### src/rtl/ycc_pkg.sv
// Package: shared coefficient types and the two fixed-point matrices.
// Assumes 8 fractional bits; every constant is a magnitude (signs live in
// the lane parameters), chosen so each luma row sums to 256 and each chroma
// row balances to zero for grey input.
package ycc_pkg;

    localparam int CW   = 8;   // coefficient width (magnitude)
    localparam int FRAC = 8;   // fractional bits of every coefficient

    typedef logic [CW-1:0] coef_t;

    typedef struct packed {
        coef_t ka;   // weight on red
        coef_t kb;   // weight on green
        coef_t kc;   // weight on blue
    } coef_row_t;

    typedef struct packed {
        coef_row_t y;
        coef_row_t cb;
        coef_row_t cr;
    } coef_set_t;

    // Returns the matrix for the requested standard (1 = high definition).
    function automatic coef_set_t coef_pick(input logic hd);
        coef_set_t s;
        if (hd) begin
            s.y  = '{ka: 8'd54,  kb: 8'd183, kc: 8'd19};
            s.cb = '{ka: 8'd29,  kb: 8'd99,  kc: 8'd128};
            s.cr = '{ka: 8'd128, kb: 8'd116, kc: 8'd12};
        end else begin
            s.y  = '{ka: 8'd77,  kb: 8'd150, kc: 8'd29};
            s.cb = '{ka: 8'd43,  kb: 8'd85,  kc: 8'd128};
            s.cr = '{ka: 8'd128, kb: 8'd107, kc: 8'd21};
        end
        return s;
    endfunction

endpackage

### src/rtl/ycc_mode_hold.sv
// Module: ycc_mode_hold
// Holds the active coefficient-set selector. The external selector is
// copied only on edges where no valid pixel is presented, so a burst of
// valid pixels always sees one matrix. Resets to the standard-definition set.
module ycc_mode_hold (
    input  logic clk,
    input  logic rst_n,
    input  logic sel_i,
    input  logic vld_i,
    output logic mode_o
);

    logic mode_q;

    // Capture the selector on idle cycles only.
    always_ff @(posedge clk) begin
        if (!rst_n)
            mode_q <= 1'b0;
        else if (!vld_i)
            mode_q <= sel_i;
    end

    assign mode_o = mode_q;

    // a valid cycle never lets the held selector move.
    a_r7_mode_frozen: assert property (@(posedge clk) disable iff (!rst_n)
        vld_i |=> $stable(mode_q));

endmodule

### src/rtl/ycc_valid_delay.sv
// Module: ycc_valid_delay
// Delays the pixel-valid flag by DEPTH cycles so it lines up with the
// arithmetic pipeline. Assumes DEPTH >= 2. Cleared by reset.
module ycc_valid_delay #(
    parameter int DEPTH = 3
) (
    input  logic clk,
    input  logic rst_n,
    input  logic vld_i,
    output logic vld_o
);

    logic [DEPTH-1:0] sh_q;

    // Shift the valid flag one stage per clock.
    always_ff @(posedge clk) begin
        if (!rst_n)
            sh_q <= '0;
        else
            sh_q <= {sh_q[DEPTH-2:0], vld_i};
    end

    assign vld_o = sh_q[DEPTH-1];

endmodule

### src/rtl/ycc_lane.sv
// Module: ycc_lane
// One output component: three products (stage 2), then signed sum, bias,
// half-LSB rounding, arithmetic shift and saturation (stage 3).
// Assumes the operands arrive already registered (stage 1) in the parent.
// Coefficients are unsigned magnitudes; NEG_* picks the sign of each term.
module ycc_lane #(
    parameter int DW     = 8,
    parameter int CW     = 8,
    parameter int FRAC   = 8,
    parameter int OFFSET = 0,
    parameter bit NEG_A  = 1'b0,
    parameter bit NEG_B  = 1'b0,
    parameter bit NEG_C  = 1'b0
) (
    input  logic          clk,
    input  logic          rst_n,
    input  logic [DW-1:0] x_a,
    input  logic [DW-1:0] x_b,
    input  logic [DW-1:0] x_c,
    input  logic [CW-1:0] k_a,
    input  logic [CW-1:0] k_b,
    input  logic [CW-1:0] k_c,
    output logic [DW-1:0] res_o
);

    localparam int PW = DW + CW;      // product width
    localparam int SW = PW + 3;       // signed accumulator width
    localparam logic signed [SW-1:0] BIAS =
        SW'((OFFSET << FRAC) + (1 << (FRAC - 1)));
    localparam logic signed [SW-1:0] MAXV = SW'((1 << DW) - 1);

    logic [PW-1:0]        prod_a_q, prod_b_q, prod_c_q;
    logic signed [SW-1:0] ea, eb, ec;
    logic signed [SW-1:0] acc, shf;
    logic [DW-1:0]        clip;
    logic [DW-1:0]        res_q;

    // Stage 2: register the three unsigned products.
    always_ff @(posedge clk) begin
        if (!rst_n) begin
            prod_a_q <= '0;
            prod_b_q <= '0;
            prod_c_q <= '0;
        end else begin
            prod_a_q <= PW'(x_a) * PW'(k_a);
            prod_b_q <= PW'(x_b) * PW'(k_b);
            prod_c_q <= PW'(x_c) * PW'(k_c);
        end
    end

    assign ea = $signed({{(SW-PW){1'b0}}, prod_a_q});
    assign eb = $signed({{(SW-PW){1'b0}}, prod_b_q});
    assign ec = $signed({{(SW-PW){1'b0}}, prod_c_q});

    // Signed sum with bias and rounding, then shift and saturate.
    always_comb begin
        acc = BIAS + (NEG_A ? -ea : ea) + (NEG_B ? -eb : eb) + (NEG_C ? -ec : ec);
        shf = acc >>> FRAC;
        if (shf < 0)
            clip = '0;
        else if (shf > MAXV)
            clip = '1;
        else
            clip = shf[DW-1:0];
    end

    // Stage 3: register the saturated result.
    always_ff @(posedge clk) begin
        if (!rst_n)
            res_q <= '0;
        else
            res_q <= clip;
    end

    assign res_o = res_q;

endmodule

### src/rtl/rgb_ycc_convert.sv
// Module: rgb_ycc_convert (top)
// Pipelined RGB to YCbCr converter with a selectable coefficient set.
// Stage 1 registers the pixel together with the matrix chosen by the held
// selector; stages 2 and 3 live in three parallel lanes. Latency is three
// cycles for data and valid alike. Assumes DW = 8 for the chroma bias range
// implied by the coefficient package.
module rgb_ycc_convert #(
    parameter int DW = 8
) (
    input  logic          clk,
    input  logic          rst_n,
    input  logic          std_sel,
    input  logic          pix_vld_i,
    input  logic [DW-1:0] red_i,
    input  logic [DW-1:0] grn_i,
    input  logic [DW-1:0] blu_i,
    output logic          pix_vld_o,
    output logic [DW-1:0] luma_o,
    output logic [DW-1:0] cb_o,
    output logic [DW-1:0] cr_o
);

    import ycc_pkg::*;

    localparam int LAT     = 3;
    localparam int NLANE   = 3;
    localparam int CHR_OFS = 1 << (DW - 1);
    // Sign of each term per lane, packed {blue, green, red}: Y, Cb, Cr.
    localparam logic [3*NLANE-1:0] NEG_MAP = {3'b110, 3'b011, 3'b000};

    logic          mode_q;
    logic [DW-1:0] red_s1, grn_s1, blu_s1;
    coef_set_t     coef_s1;
    coef_row_t     row_s1 [NLANE];
    logic [DW-1:0] res    [NLANE];

    ycc_mode_hold u_mode (
        .clk    (clk),
        .rst_n  (rst_n),
        .sel_i  (std_sel),
        .vld_i  (pix_vld_i),
        .mode_o (mode_q)
    );

    // Stage 1: register the pixel and the matrix it will be multiplied by.
    always_ff @(posedge clk) begin
        if (!rst_n) begin
            red_s1  <= '0;
            grn_s1  <= '0;
            blu_s1  <= '0;
            coef_s1 <= '0;
        end else begin
            red_s1  <= red_i;
            grn_s1  <= grn_i;
            blu_s1  <= blu_i;
            coef_s1 <= coef_pick(mode_q);
        end
    end

    assign row_s1[0] = coef_s1.y;
    assign row_s1[1] = coef_s1.cb;
    assign row_s1[2] = coef_s1.cr;

    for (genvar i = 0; i < NLANE; i++) begin : g_lane
        ycc_lane #(
            .DW     (DW),
            .CW     (CW),
            .FRAC   (FRAC),
            .OFFSET ((i == 0) ? 0 : CHR_OFS),
            .NEG_A  (NEG_MAP[3*i]),
            .NEG_B  (NEG_MAP[3*i+1]),
            .NEG_C  (NEG_MAP[3*i+2])
        ) u_lane (
            .clk   (clk),
            .rst_n (rst_n),
            .x_a   (red_s1),
            .x_b   (grn_s1),
            .x_c   (blu_s1),
            .k_a   (row_s1[i].ka),
            .k_b   (row_s1[i].kb),
            .k_c   (row_s1[i].kc),
            .res_o (res[i])
        );
    end

    ycc_valid_delay #(.DEPTH(LAT)) u_vld (
        .clk   (clk),
        .rst_n (rst_n),
        .vld_i (pix_vld_i),
        .vld_o (pix_vld_o)
    );

    assign luma_o = res[0];
    assign cb_o   = res[1];
    assign cr_o   = res[2];

    // Cycles since reset release, saturating; guards the $past(.,3) checks.
    logic [1:0] age_q;
    always_ff @(posedge clk) begin
        if (!rst_n)
            age_q <= '0;
        else if (age_q != 2'd3)
            age_q <= age_q + 2'd1;
    end

    // output valid follows input valid by exactly three cycles.
    a_r6_valid_lag: assert property (@(posedge clk) disable iff (!rst_n)
        (age_q == 2'd3) |-> (pix_vld_o == $past(pix_vld_i, 3)));

    // a valid grey pixel comes out as Y = level, neutral chroma.
    a_r5_grey_neutral: assert property (@(posedge clk) disable iff (!rst_n)
        ((age_q == 2'd3) && $past(pix_vld_i, 3) &&
         ($past(red_i, 3) == $past(grn_i, 3)) && ($past(grn_i, 3) == $past(blu_i, 3)))
        |-> ((luma_o == $past(red_i, 3)) && (cb_o == DW'(CHR_OFS)) && (cr_o == DW'(CHR_OFS))));

    // one edge of reset clears the valid and all three outputs.
    a_r8_reset_clear: assert property (@(posedge clk)
        !rst_n |=> (!pix_vld_o && (luma_o == '0) && (cb_o == '0) && (cr_o == '0)));

endmodule

### config.mk
export PLATFORM = sky130hd
export DESIGN_NAME = rgb_ycc_convert
export DESIGN_NICKNAME = d
export VERILOG_FILES = /design/src/rtl/ycc_pkg.sv /design/src/rtl/ycc_mode_hold.sv /design/src/rtl/ycc_valid_delay.sv /design/src/rtl/ycc_lane.sv /design/src/rtl/rgb_ycc_convert.sv
export SDC_FILE = /design/constraint.sdc
export NUM_CORES = 1
export LEC_CHECK = 0
export ABC_AREA = 0
export BUFFER_PORTS_ARGS = -buffer_cell sky130_fd_sc_hd__buf_2
export CELL_PAD_IN_SITES_DETAIL_PLACEMENT = 2
export CELL_PAD_IN_SITES_GLOBAL_PLACEMENT = 2
export CORE_MARGIN = 5
export CORE_UTILIZATION = 45
export DETAILED_ROUTE_END_ITERATION = 16
export PLACE_DENSITY = 0.86
export SYNTH_ARGS = -nofsm -noshare
export SYNTH_HDL_FRONTEND = slang
export SYNTH_SLANG_ARGS = --single-unit
export TNS_END_PERCENT = 5
### constraint.sdc
create_clock -name clk -period 13.6 [get_ports clk]
set_input_delay 2.72 -clock clk [delete_from_list [all_inputs] [get_ports clk]]
set_output_delay 2.72 -clock clk [all_outputs]
set_load 0.05 [all_outputs]
==> report_table.html <==
<table>
<tr><th>Metric</th><th>Value</th></tr>
<tr><th colspan="2">Outcome</th></tr>
<tr><td>Status</td><td>finished clean</td></tr>
<tr><th colspan="2">CTS</th></tr>
<tr><td>Latest clock arrival within the worst-skew pair</td><td>0.48 ns</td></tr>
<tr><td>Clk root buf</td><td>clkbuf_16</td></tr>
<tr><td>Postcts setup bufs</td><td>0</td></tr>
<tr><td>Worst-path clk slew</td><td>0.08 ns</td></tr>
<tr><td>Buffer levels on the longest clock path</td><td>2</td></tr>
<tr><td>TritonCTS clock tree</td><td>yes</td></tr>
<tr><td>Resized cells post-CTS</td><td>0</td></tr>
<tr><td>Clock net sink count</td><td>176</td></tr>
<tr><td>H-Tree Level Count</td><td>4</td></tr>
<tr><td>TritonCTS Buffers</td><td>17</td></tr>
<tr><td>Count of hold-fix buffers inserted at cts</td><td>0</td></tr>
<tr><th colspan="2">Logic synthesis</th></tr>
<tr><td>Fraction of the mapped netlist area in adder cells</td><td>45.8%</td></tr>
<tr><td>Synthesized cell area</td><td>17300 sq um</td></tr>
<tr><td>Synth Net Count</td><td>2391</td></tr>
<tr><td>Number of synthesized register bits</td><td>176</td></tr>
<tr><td>Distinct cell type count after synthesis</td><td>59</td></tr>
<tr><td>Parity-gate share of the synthesized area counting xor and xnor cells</td><td>4.40%</td></tr>
<tr><td>Number of synthesized flops with an enable pin</td><td>0</td></tr>
<tr><td>Combinational family with the most area after synthesis</td><td>adder cells</td></tr>
<tr><td>Area fraction in compound gates after synthesis</td><td>8.01%</td></tr>
<tr><td>Most used standard cell by instance count after synthesis</td><td>inv_1</td></tr>
<tr><td>Gate Count Post-Synth</td><td>1841</td></tr>
<tr><td>Register area share after synthesis</td><td>20.3%</td></tr>
<tr><td>Top FF cell, synth</td><td>dfxtp_1</td></tr>
<tr><td>Most numerous cell types in the synthesized netlist</td><td>inv_1, ha_1, fa_1</td></tr>
<tr><td>Multiplexer share of the synthesized area</td><td>0.238%</td></tr>
<tr><td>Fraction of registers with async set/reset</td><td>0%</td></tr>
<tr><td>Synth area leaders</td><td>ha_1, fa_1, dfxtp_1, inv_1, and2_1</td></tr>
<tr><td>Library cell with the largest summed area after synthesis</td><td>ha_1</td></tr>
<tr><td>Yosys warns</td><td>0</td></tr>
<tr><td>Area fraction in and, or, nand and nor cells after synthesis</td><td>11.1%</td></tr>
<tr><td>Share of Yosys cell area claimed by the top area cell type</td><td>24.2%</td></tr>
<tr><td>Mean cell area of the mapped netlist</td><td>9.41 sq um</td></tr>
<tr><th colspan="2">Cells and area</th></tr>
<tr><td>Area grow syn2layout</td><td>8.37%</td></tr>
<tr><td>Number of nets in the layout</td><td>2440</td></tr>
<tr><td>Non-filler cells in the finished layout</td><td>2415</td></tr>
<tr><td>Final Instance Area</td><td>18800 sq um</td></tr>
<tr><td>Layout cells sized above 1</td><td>5.89%</td></tr>
<tr><td>Core Util, Final</td><td>49.6%</td></tr>
<tr><th colspan="2">Critical path</th></tr>
<tr><td>Startpoint type of the worst setup path</td><td>flip-flop</td></tr>
<tr><td>Path type of the worst setup path</td><td>flip-flop to flip-flop</td></tr>
<tr><td>Cell chain of the critical path</td><td>buf_4 -&gt; and2_1 -&gt; inv_1 -&gt; fa_1 -&gt; inv_1 -&gt; fa_1 -&gt; inv_1 -&gt; fa_1 -&gt; fa_1 -&gt; inv_1 -&gt; ha_1 -&gt; o21ai_0 -&gt; nand2b_1 -&gt; a21oi_1 -&gt; o21ai_0 -&gt; a211oi_1 -&gt; nor3_1 -&gt; nor3_1</td></tr>
<tr><td>Worst endpoint data arrival time</td><td>6.01 ns</td></tr>
<tr><td>Slowest stage delay, CP</td><td>0.60 ns</td></tr>
<tr><td>Largest delay share family, worst path</td><td>adder cells</td></tr>
<tr><td>Crit end category</td><td>flip-flop</td></tr>
<tr><td>Critical path peak fanout</td><td>28</td></tr>
<tr><td>Crit-path slowest cell</td><td>fa_1</td></tr>
<tr><td>Critical path data required time</td><td>13.98 ns</td></tr>
<tr><td>Total buffers and inverters traversed by the critical path</td><td>5</td></tr>
<tr><th colspan="2">Placed design</th></tr>
<tr><td>Final Wtd Congestion</td><td>0.897</td></tr>
<tr><td>Placed cell areas</td><td>18200 sq um</td></tr>
<tr><td>Number of I/O port buffers</td><td>52</td></tr>
<tr><td>Half-perimeter wire length after placement</td><td>49600 um</td></tr>
<tr><td>Placed instance count</td><td>2382</td></tr>
<tr><td>Pre-CTS WS</td><td>8.61 ns</td></tr>
<tr><th colspan="2">Floorplan</th></tr>
<tr><td>Die ar.</td><td>42500 sq um</td></tr>
<tr><td>Initial cell density of the core</td><td>45.8%</td></tr>
<tr><td>Die Y-Extent</td><td>206 um</td></tr>
<tr><td>Core Box Area</td><td>37800 sq um</td></tr>
<tr><td>I/O pin total</td><td>53</td></tr>
<tr><td>Row count</td><td>71</td></tr>
<tr><td>Horizontal die dimension</td><td>206 um</td></tr>
<tr><th colspan="2">Power</th></tr>
<tr><td>Power density relative to cell area</td><td>107 nW/um^2</td></tr>
<tr><td>Post-layout power</td><td>2.00 mW</td></tr>
<tr><td>Static leakage</td><td>10.3 nW</td></tr>
<tr><td>Max IR drop VDD</td><td>0.0000829 V</td></tr>
<tr><th colspan="2">Global route</th></tr>
<tr><td>Global-route wire length before repair</td><td>109000 um</td></tr>
<tr><td>Initial antenna violation count</td><td>7</td></tr>
<tr><td>All-layer global routing usage</td><td>35.0%</td></tr>
<tr><td>Largest net degree at the start of global routing</td><td>70</td></tr>
<tr><td>Number of global-route vias before repair</td><td>16900</td></tr>
<tr><td>Grt total ovfl</td><td>0</td></tr>
<tr><th colspan="2">STA</th></tr>
<tr><td>Min setup slack post-route</td><td>7.97 ns</td></tr>
<tr><td>Tightest slew margin relative to the limit</td><td>43.3%</td></tr>
<tr><td>Max-slew violation count</td><td>0</td></tr>
<tr><td>Final critical path time including I/O delays and setup</td><td>5.63 ns</td></tr>
<tr><td>Maximum clock frequency</td><td>178 MHz</td></tr>
<tr><td>Worst slew pin tran</td><td>0.850 ns</td></tr>
<tr><td>Worst hold slack</td><td>0.438 ns</td></tr>
<tr><td>Worst setup skew after layout</td><td>0.0171 ns</td></tr>
<tr><td>Setup_tns</td><td>0 ns</td></tr>
<tr><td>Number of hold-slack violations in the final timing report</td><td>0</td></tr>
<tr><td>Share of the clock period used by the worst path</td><td>41.4%</td></tr>
<tr><td>Setup repair after global routing missed its margin</td><td>no</td></tr>
<tr><td>Number of endpoints failing setup at the final stage</td><td>0</td></tr>
<tr><th colspan="2">Routing</th></tr>
<tr><td>Routed wire length</td><td>72400 um</td></tr>
<tr><td>Routed Antenna Nets</td><td>0</td></tr>
<tr><td>Total via count after detailed routing</td><td>13800</td></tr>
<tr><td>Vias per cell</td><td>5.70</td></tr>
<tr><td>WL per Instance</td><td>30.0 um</td></tr>
<tr><td>Remaining routing DRC violations</td><td>0</td></tr>
<tr><td>Drt first-iter violations</td><td>806</td></tr>
<tr><td>Length of the first detailed-routing pass in iterations</td><td>5</td></tr>
<tr><th colspan="2">Min path</th></tr>
<tr><td>Worst hold path class</td><td>flip-flop to flip-flop</td></tr>
<tr><th colspan="2">Flow run</th></tr>
<tr><td>Number of violations of the max-capacitance limit</td><td>0</td></tr>
</table>
layout by cell type, fill, tap and decap left out, types with 11 or more instances in the layout:
cell type	n
a21o_1	22
a21oi_1	80
and2_1	99
and3_1	23
buf_2	52
clkbuf_16	17
dfxtp_1	176
fa_1	187
ha_1	335
inv_1	436
nand2_1	63
nand2b_1	13
nand3_1	21
nor2_1	92
nor2b_1	18
nor3_1	26
o21a_1	11
o21ai_0	33
o21bai_1	11
xnor2_1	49
xor2_1	38
sequential cells by signal, indices dropped and copies added, names as in the netlist:
| signal | flops |
|---|---|
| coef_s1 | 3 |
| g_lane.u_lane.prod_a_q | 38 |
| u_mode.mode_o | 1 |
| u_vld.sh_q | 3 |
| g_lane.u_lane.prod_c_q | 35 |
| g_lane.u_lane.prod_b_q | 48 |
| g_lane.u_lane.res_o | 24 |
| blu_s1 | 8 |
| grn_s1 | 8 |
| red_s1 | 8 |
worst reg2reg max path: stages (launching register included):
cell and delay [ns]:
dfxtp_1 0.32, buf_4 0.34, and2_1 0.38, inv_1 0.11, fa_1 0.48, inv_1 0.11
fa_1 0.43, inv_1 0.11, fa_1 0.46, fa_1 0.60, inv_1 0.07, ha_1 0.34
o21ai_0 0.12, nand2b_1 0.16, a21oi_1 0.33, o21ai_0 0.30, a211oi_1 0.46, nor3_1 0.14
nor3_1 0.26
kinds of logic (layout without fill, tap and decap cells):
group	Yosys count	in the layout
buffers and inverters	464	526
xor gates and xnor gates	87	87
adders and majority gates	522	522
muxes	4	4
and+or+nand+nor	377	377
DFF	176	176
other	0	1
AOI/OAI and AO/OA	211	211
routing by layer:
layer  GRT usage (%)  up-vias  wire length, um
met4            23.6        4             5580
met1            36.1     7064            25900
met2            64.1      515            37500
li1                -     5900                -
met3            6.57      294             3310
met5               0        -               20
power breakdown:
part / switching [mW] / internal [mW]
logic: 0.542 / 0.291
registers: 0.0343 / 0.571
clock network: 0.278 / 0.284
total: 0.855 / 1.15
final cells by class:
type,count,area [sq um]
Antenna cell,1,2.50
Clock buffer,18,439
Multi-Input combinational cell,1201,12100
Clock inverter,14,173
Inverter,437,1640
Timing Repair Buffer,57,298
Fill cell,4042,19100
Sequential cell,176,3520
Tap cell,511,639
path summary, 6_finish.rpt:
| path | cells after the start | endpoint | slack [ns] | startpoint |
|---|---|---|---|---|
| min | 1 | u_vld.sh_q[1] | 0.44 | u_vld.sh_q[0] |
| min reg2reg | 1 | u_vld.sh_q[1] | 0.44 | u_vld.sh_q[0] |
| max | 18 | g_lane[0].u_lane.prod_a_q[15] | 7.97 | coef_s1[67] |
| max reg2reg | 18 | g_lane[0].u_lane.prod_a_q[15] | 7.97 | coef_s1[67] |
Note: power is estimated with default switching activity, not from simulation.
